==> src/rtl/owm_pkg.sv <==
package owm_pkg;
  localparam int CNT_W = 10;
  localparam int BYTE_W = 8;
  localparam int BIT_IDX_W = $clog2(BYTE_W);

  localparam logic [2:0] CMD_RESET  = 3'd0;
  localparam logic [2:0] CMD_WR1    = 3'd1;
  localparam logic [2:0] CMD_WR0    = 3'd2;
  localparam logic [2:0] CMD_READ   = 3'd3;
  localparam logic [2:0] CMD_WRBYTE = 3'd4;
  localparam logic [2:0] CMD_RDBYTE = 3'd5;

  typedef enum logic [1:0] {K_RST, K_W1, K_W0, K_RD} slot_e;
  typedef enum logic [2:0] {PH_IDLE, PH_PRE, PH_LOW, PH_SAMP, PH_REC} phase_e;

  typedef struct packed {
    logic active;
    logic clrPre;
    logic latch;
    logic driveLow;
    logic sampleRd;
    logic samplePres;
    logic shiftTx;
    logic finish;
    logic byteOp;
  } ctl_t;

  // Phase lengths in ticks of the selected speed
  function automatic logic [CNT_W-1:0] phaseLen(slot_e k, phase_e p, logic od);
    logic [CNT_W-1:0] v;
    v = '0;
    if (!od) begin
      case (p)
        PH_LOW:  case (k) K_RST: v = 10'd480; K_W0: v = 10'd60; default: v = 10'd6; endcase
        PH_SAMP: case (k) K_RST: v = 10'd70;  K_RD: v = 10'd9;  default: v = 10'd0; endcase
        PH_REC:  case (k) K_RST: v = 10'd410; K_W1: v = 10'd64; K_W0: v = 10'd10; default: v = 10'd55; endcase
        default: v = 10'd0;
      endcase
    end else begin
      case (p)
        PH_PRE:  v = (k == K_RST) ? 10'd10 : 10'd0;
        PH_LOW:  case (k) K_RST: v = 10'd280; K_W0: v = 10'd30; default: v = 10'd4; endcase
        PH_SAMP: case (k) K_RST: v = 10'd34;  K_RD: v = 10'd4;  default: v = 10'd0; endcase
        PH_REC:  case (k) K_RST: v = 10'd160; K_W1: v = 10'd30; K_W0: v = 10'd10; default: v = 10'd28; endcase
        default: v = 10'd0;
      endcase
    end
    return v;
  endfunction
endpackage

==> src/rtl/owm_ctrl.sv <==
module owm_ctrl
  import owm_pkg::*;
(
  input  logic clk,
  input  logic rstN,
  input  logic start,
  input  logic [2:0] cmd,
  input  logic overdrive,
  input  logic tick,
  input  logic txBit,
  input  logic odSel,
  output ctl_t ctl,
  output logic busy
);
  phase_e state;
  logic [CNT_W-1:0] cnt;
  logic [2:0] op;
  logic [BIT_IDX_W-1:0] bitIdx;
  slot_e kind;
  logic [CNT_W-1:0] curLen;
  logic accept, phaseEnd, byteOp, lastBit;

  always_comb begin
    case (op)
      CMD_RESET:  kind = K_RST;
      CMD_WR1:    kind = K_W1;
      CMD_WR0:    kind = K_W0;
      CMD_WRBYTE: kind = txBit ? K_W1 : K_W0;
      default:    kind = K_RD;
    endcase
  end

  assign curLen   = phaseLen(kind, state, odSel);
  assign busy     = (state != PH_IDLE);
  assign accept   = !busy && start && (cmd <= CMD_RDBYTE);
  assign phaseEnd = busy && tick && (cnt == curLen - CNT_W'(1));
  assign byteOp   = (op == CMD_WRBYTE) || (op == CMD_RDBYTE);
  assign lastBit  = !byteOp || (bitIdx == BIT_IDX_W'(BYTE_W - 1));

  always_comb begin
    ctl = '0;
    ctl.active   = busy;
    ctl.driveLow = (state == PH_LOW);
    ctl.byteOp   = byteOp;
    ctl.clrPre   = accept;
    ctl.latch    = accept;
    if (phaseEnd) begin
      if (state == PH_SAMP) begin
        ctl.sampleRd   = (kind == K_RD);
        ctl.samplePres = (kind == K_RST);
      end
      if (state == PH_REC) begin
        ctl.finish  = lastBit;
        ctl.shiftTx = !lastBit;
      end
    end
  end

  always_ff @(posedge clk or negedge rstN) begin
    if (!rstN) begin
      state  <= PH_IDLE;
      cnt    <= '0;
      op     <= '0;
      bitIdx <= '0;
    end else if (accept) begin
      op     <= cmd;
      bitIdx <= '0;
      cnt    <= '0;
      state  <= (cmd == CMD_RESET && overdrive) ? PH_PRE : PH_LOW;
    end else if (phaseEnd) begin
      cnt <= '0;
      case (state)
        PH_PRE:  state <= PH_LOW;
        PH_LOW:  state <= (kind == K_RD || kind == K_RST) ? PH_SAMP : PH_REC;
        PH_SAMP: state <= PH_REC;
        PH_REC: begin
          if (lastBit) state <= PH_IDLE;
          else begin
            bitIdx <= bitIdx + BIT_IDX_W'(1);
            state  <= PH_LOW;
          end
        end
        default: state <= PH_IDLE;
      endcase
    end else if (busy && tick) begin
      cnt <= cnt + CNT_W'(1);
    end
  end


  op_hold_chk: assert property (@(posedge clk) disable iff (!rstN)
    busy |=> (!busy || $stable(op)));


  cnt_bound_chk: assert property (@(posedge clk) disable iff (!rstN)
    busy |-> (cnt < curLen));


  bit_idx_chk: assert property (@(posedge clk) disable iff (!rstN)
    (busy && !byteOp) |-> (bitIdx == '0));
endmodule

==> src/rtl/owm_dp.sv <==
module owm_dp
  import owm_pkg::*;
#(
  parameter int QDIV = 25
) (
  input  logic clk,
  input  logic rstN,
  input  ctl_t ctl,
  input  logic overdrive,
  input  logic [BYTE_W-1:0] txByte,
  input  logic owIn,
  output logic tick,
  output logic txBit,
  output logic odSel,
  output logic owDriveLow,
  output logic done,
  output logic byteDone,
  output logic readBit,
  output logic presence,
  output logic [BYTE_W-1:0] rxByte
);
  localparam int DIV_W = (QDIV > 1) ? $clog2(QDIV) : 1;

  logic [DIV_W-1:0] divCnt;
  logic [1:0] qCnt;
  logic qTick, sync1, sync2, odQ;
  logic [BYTE_W-1:0] txSh;

  assign qTick      = (divCnt == DIV_W'(QDIV - 1));
  assign tick       = qTick && (odQ || qCnt == 2'd3);
  assign txBit      = txSh[0];
  assign odSel      = odQ;
  assign owDriveLow = ctl.driveLow;

  always_ff @(posedge clk or negedge rstN) begin
    if (!rstN) begin
      divCnt <= '0;
      qCnt   <= '0;
    end else if (ctl.clrPre || qTick) begin
      divCnt <= '0;
      qCnt   <= ctl.clrPre ? 2'd0 : qCnt + 2'd1;
    end else begin
      divCnt <= divCnt + DIV_W'(1);
    end
  end

  always_ff @(posedge clk or negedge rstN) begin
    if (!rstN) begin
      sync1 <= 1'b1;
      sync2 <= 1'b1;
    end else begin
      sync1 <= owIn;
      sync2 <= sync1;
    end
  end

  always_ff @(posedge clk or negedge rstN) begin
    if (!rstN) begin
      odQ      <= 1'b0;
      txSh     <= '0;
      readBit  <= 1'b1;
      presence <= 1'b0;
      rxByte   <= '0;
      done     <= 1'b0;
      byteDone <= 1'b0;
    end else begin
      done     <= ctl.finish;
      byteDone <= ctl.finish && ctl.byteOp;
      if (ctl.latch) begin
        odQ  <= overdrive;
        txSh <= txByte;
      end else if (ctl.shiftTx) begin
        txSh <= txSh >> 1;
      end
      if (ctl.sampleRd) begin
        readBit <= sync2;
        if (ctl.byteOp) rxByte <= {sync2, rxByte[BYTE_W-1:1]};
      end
      if (ctl.samplePres) presence <= !sync2;
    end
  end


  done_pulse_chk: assert property (@(posedge clk) disable iff (!rstN)
    done |=> !done);


  byte_done_chk: assert property (@(posedge clk) disable iff (!rstN)
    byteDone |-> done);


  speed_hold_chk: assert property (@(posedge clk) disable iff (!rstN)
    ctl.active |=> $stable(odQ));
endmodule

==> src/rtl/ow_master.sv <==
module ow_master
  import owm_pkg::*;
#(
  parameter int QDIV = 25
) (
  input  logic clk,
  input  logic rstN,
  input  logic start,
  input  logic [2:0] cmd,
  input  logic overdrive,
  input  logic [7:0] txByte,
  input  logic owIn,
  output logic owDriveLow,
  output logic busy,
  output logic done,
  output logic readBit,
  output logic presence,
  output logic [7:0] rxByte,
  output logic byteDone
);
  ctl_t ctl;
  logic tick, txBit, odSel;

  owm_ctrl u_ctrl (
    .clk(clk), .rstN(rstN), .start(start), .cmd(cmd), .overdrive(overdrive),
    .tick(tick), .txBit(txBit), .odSel(odSel), .ctl(ctl), .busy(busy)
  );

  owm_dp #(.QDIV(QDIV)) u_dp (
    .clk(clk), .rstN(rstN), .ctl(ctl), .overdrive(overdrive), .txByte(txByte),
    .owIn(owIn), .tick(tick), .txBit(txBit), .odSel(odSel),
    .owDriveLow(owDriveLow), .done(done), .byteDone(byteDone),
    .readBit(readBit), .presence(presence), .rxByte(rxByte)
  );
endmodule

==> config.mk <==
export PLATFORM = sky130hd
export DESIGN_NAME = ow_master
export DESIGN_NICKNAME = d
export VERILOG_FILES = /design/src/rtl/owm_pkg.sv /design/src/rtl/owm_ctrl.sv /design/src/rtl/owm_dp.sv /design/src/rtl/ow_master.sv
export SDC_FILE = /design/constraint.sdc
export NUM_CORES = 1
export LEC_CHECK = 0
export BUFFER_PORTS_ARGS = -buffer_cell sky130_fd_sc_hd__buf_4
export CORE_MARGIN = 2
export CORE_UTILIZATION = 45
export CTS_CLUSTER_SIZE = 24
export DETAILED_ROUTE_END_ITERATION = 8
export GPL_TIMING_DRIVEN = 0
export PLACE_DENSITY = 0.63
export SLEW_MARGIN = 20
export SYNTH_ARGS = -nofsm -noshare
export SYNTH_HDL_FRONTEND = slang
export SYNTH_HIERARCHICAL = 1
export SYNTH_SLANG_ARGS = --single-unit
==> constraint.sdc <==
create_clock -name clk -period 5.8 [get_ports clk]
set_clock_uncertainty 0.15 [all_clocks]
set_input_delay 0.29 -clock clk [delete_from_list [all_inputs] [get_ports clk]]
set_output_delay 0.29 -clock clk [all_outputs]
set_load 0.005 [all_outputs]
==> out/summary.txt, run 1 <==
Outcome -> finished, final reports clean
Delay of the slowest critical-path stage -> 0.46 ns
Diode count -> 0
Vias post-DR -> 2526
Die ar. -> 7832 um2
R2R depth -> 18
CTS Buf Count -> 5
R2r setup slk -> 0.89 ns
R2r startpoint -> u_dp/txSh[0]
Crit Path Class -> flip-flop to flip-flop
Core region area -> 6869 um2
Clock Tree Root -> clkbuf_8
Post-route ant nets -> 0
Setup TNS -> 0 ns
Maximum clock path buffer count -> 2
CTS sink count -> 49
Min-Delay Path Class -> primary input to flip-flop
Worst Path Required -> 5.83 ns
Post CTS Setup Buffer Count -> 0
Final Hold Fails -> 0
Worst setup SP type -> flip-flop
Pwr dens -> 152.4 nW/um2
Hold Startpoint -> txByte[3]
Tmin final -> 4.905 ns
Pleak -> 0.001484 uW
TritonCTS clock tree -> built
Initial antenna violation count -> 0
Final setup fails -> 0
Port Buffers -> 29
CTS resizes -> 0
Max Transition Viols Final -> 0
Post-CTS Hold Fix Bufs -> 2
Nets@finish -> 402
Synth Area per Inst -> 9.620 um2
Final Wtd Congestion -> 0.9028
Routed Wire Length -> 6.601 mm
Die height -> 88.50 um
Wire length per cell -> 14.07 um
Dpl cell area -> 3551 um2
Drt drc -> 0
Slew headroom -> 0.5164
Post-Syn Nets -> 364
Hpwl dp -> 4.952 mm
CP cell instances -> o21a_1 -> or2_2 -> inv_1 -> ha_1 -> and3b_1 -> nand2_1 -> a31oi_1 -> o21ba_2 -> ha_1 -> and2_1 -> buf_6 -> mux2i_1 -> o211a_1 -> or4_1 -> buf_2 -> nor2_1 -> nand2_1 -> mux2_2
Max VDD drop -> 0.1407 mV
First-pass GRT wire length -> 11.77 mm
Setup crit end kind -> flip-flop
Unrepaired setup endpoints after global routing -> no
Worst-path clk slew -> 0.09 ns
Initial core utilization -> 0.4678
Chip width -> 88.50 um
Worst-Margin Slew -> 0.7194 ns
CP bufs+invs -> 3
Vias in the first global route -> 2506
Delay-heaviest family, CP -> simple AND/OR/NAND/NOR gates
Netlist Area Pre-Place -> 3213 um2
Slowest CP cell -> or4_1
Vias/cell -> 5.386
Post-Syn Instances -> 334
GRT Total Usage -> 0.1911
Worst-path maximum fanout -> 9
Gr ovfl total -> 0
TritonRoute pass-1 iters -> 4
Reg-to-reg critical path endpoint -> u_dp/rxByte[4]
H-tree depth -> 2
Tot Pwr -> 557.3 uW
Worst skew pair latency -> 0.30 ns
Synthesis-to-finish area growth -> 13.82%
Post-route design area -> 3657 um2
Worst hold path depth -> 3
Share of cells above drive strength 1 -> 0.2252
Max frequency -> 203.9 MHz
Synthesis Warnings -> 6
IO Count -> 30
WHS -> 0.04773 ns
Std cell rows -> 30
Arrival time at the worst endpoint -> 4.94 ns
Max Cap Violations -> 0
Drt initial violations -> 90
Pin count of the biggest net entering global routing -> 50
Crit share post-route -> 0.8458
Hold Path Sink -> u_dp/txSh[3]
sequential cells by signal, indices dropped and copies added (netlist names):
name / cells
u_ctrl/cnt: 10
u_dp/qCnt: 2
u_ctrl/op: 3
u_dp/readBit: 1
u_dp/byteDone: 1
u_dp/done: 1
u_dp/odSel: 1
u_dp/rxByte: 8
u_dp/sync1: 1
u_dp/presence: 1
u_ctrl/bitIdx: 3
u_ctrl/state: 3
u_dp/txSh: 8
u_dp/sync2: 1
u_dp/divCnt: 5
how the worst max path moves through the flow:
stage,cells after the start,from,to
floorplan,18,u_ctrl/op[1],u_dp/rxByte[0]
global placement,18,u_dp/txSh[0],u_dp/rxByte[7]
detailed placement,18,u_dp/txSh[0],u_dp/rxByte[4]
CTS,18,u_dp/txSh[0],u_dp/rxByte[4]
global route,18,u_ctrl/op[1],u_dp/rxByte[4]
finish,18,u_dp/txSh[0],u_dp/rxByte[4]
per-stage QoR:
stage                     setup slack [ns]  std cells  utilization
after floorplan                      1.571        334            -
after global placement              0.9258        459       0.5169
after detailed placement            0.9441        459       0.5169
after CTS                           0.8995        469       0.5324
after global routing                0.4548        469       0.5324
final                               0.8946        469       0.5324
where the power goes:
group          internal [uW]  total, uW  switching [uW]
registers                343        343           0.460
clock network           86.1        199             112
logic                   7.46       15.7            8.20
cells in the final DEF (no fill, tap or decap), types with 6 or more instances in the layout:
master	n
mux2_2	11
dfrtp_1	46
o21ai_0	23
ha_1	14
mux2i_1	13
nor3b_1	6
nand2_1	21
o21ai_1	7
nand3_1	9
a21oi_1	13
inv_1	11
xor2_1	10
nand2b_1	7
buf_4	35
buf_2	9
nor2b_1	7
xnor2_1	6
nor2_1	28
routing by layer:
layer  global-route usage  wire (um)  vias up
met2               0.3260       3291       49
met4              0.05647         85        0
met1               0.2478       3024     1214
met3              0.03638        199        7
met5                    0          0        -
li1                     -          -     1256
final cells by class:
class,instances,area [um2]
Clock inverter,2,13.76
Clock buffer,6,72.57
Inverter,11,41.29
Tap cell,96,120.1
Multi-Input combinational cell,252,1810
Sequential cell,49,1230
Fill cell,636,3212
Timing Repair Buffer,31,237.7
Buffer,22,131.4
worst min-delay path: stages:
cell	delay [ns]
buf_4	0.08
nand2_1	0.04
o21ai_0	0.05
Note: power is estimated with default switching activity, not from simulation.
==> inputs of run 2 (changes only) <==
--- a/config.mk
+++ b/config.mk
@@ -11,7 +11,7 @@
 export CTS_CLUSTER_SIZE = 24
 export DETAILED_ROUTE_END_ITERATION = 8
 export GPL_TIMING_DRIVEN = 0
-export PLACE_DENSITY = 0.63
+export PLACE_DENSITY = 0.66
 export SLEW_MARGIN = 20
 export SYNTH_ARGS = -nofsm -noshare
 export SYNTH_HDL_FRONTEND = slang
==> constraint.sdc (replaced) <==
create_clock -name clk -period 4.4 [get_ports clk]
set_clock_uncertainty 0.15 [all_clocks]
set_input_delay 0.22 -clock clk [delete_from_list [all_inputs] [get_ports clk]]
set_output_delay 0.22 -clock clk [all_outputs]
set_load 0.005 [all_outputs]
==> run 2 against run 1 <==
Combinational power rose by 68%. Via count rose by 4.4%. Sequential power rose by 32%. Design area rose by 9.1%. Clock power rose by 33%. Routed wire length rose by 9.7%. Non-clock buffer count rose by 19. Global-route usage rose by 0.24 points. Critical path depth did not move. First-iteration DRC count rose by 31%. Die area did not move. Sequential cell count did not move.
==> out/summary.txt, run 2 (synthesis gave the netlist of run 1 again) <==
CP cell instances -> o21a_4 -> or2_4 -> inv_4 -> ha_4 -> and3b_2 -> nand2_2 -> a31oi_4 -> o21ba_2 -> ha_1 -> and2_1 -> buf_6 -> mux2i_1 -> o211a_1 -> buf_4 -> nor4_2 -> or2_1 -> buf_4 -> nor2_1 (was o21a_1 -> or2_2 -> inv_1 -> ha_1 -> and3b_1 -> nand2_1 -> a31oi_1 -> o21ba_2 -> ha_1 -> and2_1 -> buf_6 -> mux2i_1 -> o211a_1 -> or4_1 -> buf_2 -> nor2_1 -> nand2_1 -> mux2_2)
Worst Setup SP -> u_dp/txSh[0] (unchanged)
H-tree depth -> 2 (unchanged)
Worst-path maximum fanout -> 10 (was 9)
Crit share post-route -> 0.9666 (was 0.8458)
Wire length per cell -> 14.84 um (was 14.07 um)
Port Buffers -> 29 (unchanged)
Core region area -> 6869 um2 (unchanged)
Clock Tree Root -> clkbuf_8 (unchanged)
Dpl cells -> 459 (unchanged)
Post-route ant nets -> 0 (unchanged)
Most used cell, CP -> buf_4
Clock power share -> 0.357 (was 0.356)
Int Power -> 579.6 uW (was 436.2 uW)
Setup TNS -> 0 ns (unchanged)
Final Wtd Congestion -> 0.8478 (was 0.9028)
Drt initial violations -> 118 (was 90)
Hpwl dp -> 5.008 mm (was 4.952 mm)
CP endpoint -> u_ctrl/cnt[4] (was u_dp/rxByte[4])
Final Hold Fails -> 0 (unchanged)
Pwr dens -> 186.3 nW/um2 (was 152.4 nW/um2)
Diode count -> 0 (unchanged)
Vias/cell -> 5.404 (was 5.386)
Max Transition Viols Final -> 0 (unchanged)
CTS sink count -> 49 (unchanged)
Initial core utilization -> 0.4678 (unchanged)
Worst-Margin Slew -> 0.7871 ns (was 0.7194 ns)
Chip width -> 88.50 um (unchanged)
Pleak -> 0.001598 uW (was 0.001484 uW)
Arrival time at the worst endpoint -> 4.30 ns (was 4.94 ns)
Std cell rows -> 30 (unchanged)
WP depth -> 18 (unchanged)
Initial antenna violation count -> 0 (unchanged)
R2r setup slk -> 0.15 ns (was 0.89 ns)
Max frequency -> 235.1 MHz (was 203.9 MHz)
Vias post-DR -> 2637 (was 2526)
Delay-heaviest family, CP -> simple AND/OR/NAND/NOR gates (unchanged)
Worst-path clk slew -> 0.09 ns (about the same)
Psw -> 163.9 uW (was 121.1 uW)
Routed Wire Length -> 7.241 mm (was 6.601 mm)
Comb power frac -> 0.035 (was 0.028)
Delay of the slowest critical-path stage -> 0.64 ns (was 0.46 ns)
Setup crit end kind -> flip-flop (unchanged)
Max reg flops -> 10 (unchanged)
GRT Total Usage -> 0.1935 (was 0.1911)
TritonRoute pass-1 iters -> 4 (unchanged)
Min-Delay Path Class -> primary input to flip-flop (unchanged)
Max Cap Violations -> 0 (unchanged)
CTS Buf Count -> 5 (unchanged)
Top Registers -> u_ctrl/cnt: 10 flops, u_dp/rxByte: 8 flops, u_dp/txSh: 8 flops (unchanged)
Register bank with the most flops -> u_ctrl/cnt (unchanged)
Slowest CP cell -> nor4_2 (was or4_1)
Max VDD drop -> 0.2171 mV (was 0.1407 mV)
Share of cells above drive strength 1 -> 0.3061 (was 0.2252)
Worst Path Required -> 4.45 ns (was 5.83 ns)
Tmin final -> 4.253 ns (was 4.905 ns)
Sw frac -> 0.2205 (was 0.2173)
Final setup fails -> 0 (unchanged)
Outcome -> finished, final reports clean (unchanged)
Die height -> 88.50 um (unchanged)
IO Count -> 30 (unchanged)
Worst setup SP type -> flip-flop (unchanged)
First-pass GRT wire length -> 11.93 mm (was 11.77 mm)
Crit Path Class -> flip-flop to flip-flop (unchanged)
Worst skew pair latency -> 0.30 ns (about the same)
Gr ovfl total -> 0 (unchanged)
R2r startpoint -> u_dp/txSh[0] (unchanged)
Nets@finish -> 421 (was 402)
Fin cells -> 488 (was 469)
Slew headroom -> 0.4752 (was 0.5164)
Most common cell after layout, fill and taps aside -> buf_4 (was dfrtp_1)
Synthesis-to-finish area growth -> 24.22% (was 13.82%)
Commonest cells after routing, fill and taps aside -> buf_4, dfrtp_1, nor2_1, o21ai_0, nand2_1 (was dfrtp_1, buf_4, nor2_1, o21ai_0, nand2_1)
Pin count of the biggest net entering global routing -> 50 (unchanged)
Maximum clock path buffer count -> 2 (unchanged)
R2R depth -> 18 (unchanged)
Die ar. -> 7832 um2 (unchanged)
TritonCTS clock tree -> built (unchanged)
CP bufs+invs -> 4 (was 3)
Seq pwr share -> 0.608 (was 0.616)
Reg-to-reg critical path endpoint -> u_ctrl/cnt[4] (was u_dp/rxByte[4])
Vias in the first global route -> 2532 (was 2506)
Drt drc -> 0 (unchanged)
==> run 2: changes by cell type in the layout (fill, tap and decap cells not counted), moves of 3 or more <==
cell / delta
ha_1: -3
dlygate4sd3_1: +8
buf_2: -3
buf_4: +13
==> run 2: how the worst min path moves through the flow <==
stage,from,to,slack [ns],cells after the start
final,overdrive,u_dp/odSel,0.02,2
after global routing,overdrive,u_dp/odSel,0.01,2
after CTS,overdrive,u_dp/odSel,0.001,2
after detailed placement,rstN,u_dp/txSh[2],0.13,1
after global placement,rstN,u_dp/odSel,0.13,1
after floorplan,rstN,u_ctrl/bitIdx[0],-0.23,0
==> run 2: final cells by class <==
class,count,area [um2]
fillers,603,2878
clock inverters,2,13.76
repair buffers,51,407.9
plain buffers,21,142.6
well taps,96,120.1
multi-input cells,252,1959
inverters,11,43.79
flip-flops and latches,49,1231
clock buffers,6,72.57
==> run 2: stage by stage <==
step | hold WS, ns | cell area [um2] | setup slack [ns] | utilization | power [uW]
2_1_floorplan | -0.2256 | 3213 | 0.1708 | - | 461.4
3_3_place_gp | 0.1274 | 3551 | -0.5493 | 0.5169 | 481.0
3_5_place_dp | 0.1267 | 3551 | -0.5388 | 0.5169 | 481.2
4_1_cts | 0.001253 | 3786 | 0.007387 | 0.5512 | 758.0
5_1_grt | 0.009732 | 3991 | -0.03528 | 0.5811 | 781.4
6_report | 0.01575 | 3991 | 0.1469 | 0.5811 | 743.5
==> run 2: what timing repair did <==
| action | in CTS | in global routing |
|---|---|---|
| setup buffers | 0 | 12 |
| setup endpoints to repair | 31 | 34 |
| gates resized for setup | 15 | 27 |
| hold buffers | 10 | 0 |
| endpoints found under the hold margin | 55 | 0 |
| pin swaps | 0 | 6 |
==> run 2: power by group through the flow <==
stage	Clock [uW]	Combinational, uW	Sequential [uW]
global placement	0	20.0	461
finish	265	26.3	452
global route	299	30.0	452
floorplan	0	0.483	461
detailed placement	0	20.2	461
CTS	279	27.2	452
==> run 2: routing by layer <==
metal / global-route usage / share of wire
met5: 0 / 0
met4: 0.04270 / 0.012
met3: 0.03638 / 0.027
met2: 0.3288 / 0.50
met1: 0.2584 / 0.46
==> inputs of run 3 (changes only) <==
--- a/config.mk
+++ b/config.mk
@@ -6,7 +6,6 @@
 export NUM_CORES = 1
 export LEC_CHECK = 0
 export BUFFER_PORTS_ARGS = -buffer_cell sky130_fd_sc_hd__buf_4
-export CORE_MARGIN = 2
 export CORE_UTILIZATION = 45
 export CTS_CLUSTER_SIZE = 24
 export DETAILED_ROUTE_END_ITERATION = 8
==> run 3 against run 2 <==
Sequential cell count is the same. First-iteration DRC count rose by 1.7%. Hold slack worse by 0.00098 ns.
==> out/summary.txt, run 3 (synthesis gave the netlist of run 1 again) <==
Outcome -> finished, final reports clean (unchanged)
Initial antenna violation count -> 0 (unchanged)
R2r startpoint -> u_ctrl/op[1] (was u_dp/txSh[0])
Max frequency -> 238.6 MHz (was 235.1 MHz)
Gr ovfl total -> 0 (unchanged)
Initial core utilization -> 0.4703 (was 0.4678)
CTS sink count -> 49 (unchanged)
Maximum clock path buffer count -> 2 (unchanged)
Final setup fails -> 0 (unchanged)
Top Registers -> u_ctrl/cnt: 10 flops, u_dp/rxByte: 8 flops, u_dp/txSh: 8 flops (unchanged)
Max Cap Violations -> 0 (unchanged)
Max reg flops -> 10 (unchanged)
Slowest CP cell -> or4_4 (was nor4_2)
TritonCTS clock tree -> built (unchanged)
Worst-path clk slew -> 0.09 ns (about the same)
Slew headroom -> 0.5116 (was 0.4752)
R2r setup slk -> 0.21 ns (was 0.15 ns)
IO Count -> 30 (unchanged)
Hpwl dp -> 4.911 mm (was 5.008 mm)
Port Buffers -> 29 (unchanged)
Max Transition Viols Final -> 0 (unchanged)
CP cell instances -> o21a_4 -> or2_4 -> ha_1 -> inv_1 -> a221oi_2 -> a311oi_4 -> or3_1 -> o21a_1 -> a211oi_2 -> nand3_1 -> or4_4 -> buf_6 -> nor2_4 -> nand2_4 -> mux2_2 (was o21a_4 -> or2_4 -> inv_4 -> ha_4 -> and3b_2 -> nand2_2 -> a31oi_4 -> o21ba_2 -> ha_1 -> and2_1 -> buf_6 -> mux2i_1 -> o211a_1 -> buf_4 -> nor4_2 -> or2_1 -> buf_4 -> nor2_1)
Post-route design area -> 3928 um2 (was 3991 um2)
Register bank with the most flops -> u_ctrl/cnt (unchanged)
CTS Buf Count -> 5 (unchanged)
Nets@finish -> 418 (was 421)
Worst Path Required -> 4.44 ns (was 4.45 ns)
Core region area -> 6832 um2 (was 6869 um2)
TritonRoute pass-1 iters -> 4 (unchanged)
Vias in the first global route -> 2486 (was 2532)
Tmin final -> 4.192 ns (was 4.253 ns)
H-tree depth -> 2 (unchanged)
Routed Wire Length -> 6.932 mm (was 7.241 mm)
Hold Path Sink -> u_ctrl/op[0] (was u_dp/odSel)
Crit share post-route -> 0.9527 (was 0.9666)
Clock Tree Root -> clkbuf_8 (unchanged)
Worst hold path depth -> 2 (unchanged)
Die ar. -> 7482 um2 (was 7832 um2)
Share of cells above drive strength 1 -> 0.2879 (was 0.3061)
Crit Path Class -> flip-flop to flip-flop (unchanged)
Min-Delay Path Class -> primary input to flip-flop (unchanged)
Delay-heaviest family, CP -> simple AND/OR/NAND/NOR gates (unchanged)
First-pass GRT wire length -> 11.47 mm (was 11.93 mm)
Hold Startpoint -> cmd[0] (was overdrive)
Std cell rows -> 30 (unchanged)
R2R depth -> 15 (was 18)
Drt initial violations -> 120 (was 118)
Pleak -> 0.001580 uW (was 0.001598 uW)
Commonest cells after routing, fill and taps aside -> buf_4, dfrtp_1, nor2_1, o21ai_0, nand2_1 (unchanged)
Delay of the slowest critical-path stage -> 0.54 ns (was 0.64 ns)
Worst-Margin Slew -> 0.7326 ns (was 0.7871 ns)
Worst setup SP type -> flip-flop (unchanged)
Setup crit end kind -> flip-flop (unchanged)
Setup TNS -> 0 ns (unchanged)
Vias post-DR -> 2601 (was 2637)
Dpl cell area -> 3551 um2 (unchanged)
Chip width -> 86.50 um (was 88.50 um)
Drt drc -> 0 (unchanged)
Pin count of the biggest net entering global routing -> 50 (unchanged)
Max VDD drop -> 0.2058 mV (was 0.2171 mV)
CP bufs+invs -> 2 (was 4)
Vias/cell -> 5.363 (was 5.404)
Post-route ant nets -> 0 (unchanged)
Pwr dens -> 188.2 nW/um2 (was 186.3 nW/um2)
Worst skew pair latency -> 0.30 ns (about the same)
Worst-path maximum fanout -> 9 (was 10)
Reg-to-reg critical path endpoint -> u_dp/rxByte[7] (was u_ctrl/cnt[4])
Die height -> 86.50 um (was 88.50 um)
Final Wtd Congestion -> 0.8583 (was 0.8478)
Final Hold Fails -> 0 (unchanged)
Arrival time at the worst endpoint -> 4.23 ns (was 4.30 ns)
Wire length per cell -> 14.29 um (was 14.84 um)
Synthesis-to-finish area growth -> 22.24% (was 24.22%)
GRT Total Usage -> 0.1951 (was 0.1935)
Diode count -> 0 (unchanged)
==> run 3: timing repair <==
action	4_1_cts	5_1_grt
hold buffers	9	1
endpoints found under the hold margin	54	1
setup buffers	0	9
setup endpoints to repair	29	34
gates resized for setup	18	16
pin swaps	0	7
==> run 3: area by class of cell <==
type | count | area (um2)
tap | 96 | 120.1
clock inverter | 2 | 13.76
multi-input combinational | 252 | 1918
clock buffer | 6 | 72.57
sequential | 49 | 1231
inverter | 11 | 43.79
buffer | 21 | 142.6
timing repair buffer | 48 | 385.4
fill | 625 | 2904
==> run 3: worst reg2reg max path, cell delays in order (launching register included) <==
cell	delay (ns)
dfrtp_1	0.42
o21a_4	0.23
or2_4	0.26
ha_1	0.35
inv_1	0.07
a221oi_2	0.31
a311oi_4	0.13
or3_1	0.47
o21a_1	0.13
a211oi_2	0.14
nand3_1	0.15
or4_4	0.54
buf_6	0.16
nor2_4	0.17
nand2_4	0.12
mux2_2	0.29
==> run 3: where the power goes <==
| part | leakage [uW] | switching (uW) | internal, uW | total (uW) |
|---|---|---|---|---|
| clock | 0.0000456 | 147 | 113 | 261 |
| sequential | 0.000548 | 0.476 | 452 | 452 |
| combinational | 0.000987 | 12.0 | 14.5 | 26.4 |
==> run 3: how the worst max path moves through the flow <==
stage            startpoint             end  slack (ns)  cells after the start
6_report       u_ctrl/op[1]  u_dp/rxByte[7]        0.21                     15
5_1_grt        u_dp/txSh[0]    u_dp/txSh[1]      -0.009                     19
4_1_cts        u_ctrl/op[0]    u_dp/txSh[2]        0.08                     19
3_5_place_dp   u_dp/txSh[0]  u_dp/rxByte[7]       -0.56                     18
3_3_place_gp   u_dp/txSh[0]  u_dp/rxByte[7]       -0.54                     18
2_1_floorplan  u_ctrl/op[1]  u_dp/rxByte[0]        0.17                     18
==> run 3: per-layer routing <==
metal	wire, um	GRT usage	up-vias	part of all wire
li1	-	-	1283	-
met1	3225	0.2494	1270	0.47
met2	3462	0.3391	38	0.50
met3	157	0.03143	10	0.023
met4	88	0.06061	0	0.013
met5	0	0	-	0
==> run 3: metrics by stage <==
step	util	total power, uW	hold slack, ns	cells	worst slack (ns)
finish	0.5749	739.0	0.01478	485	0.2082
global route	0.5749	776.8	0.004074	485	-0.008625
CTS	0.5548	752.7	0.001067	475	0.08286
detailed placement	0.5198	481.2	0.1297	459	-0.5587
global placement	0.5198	481.0	0.1293	459	-0.5365
floorplan	-	461.4	-0.2256	334	0.1708
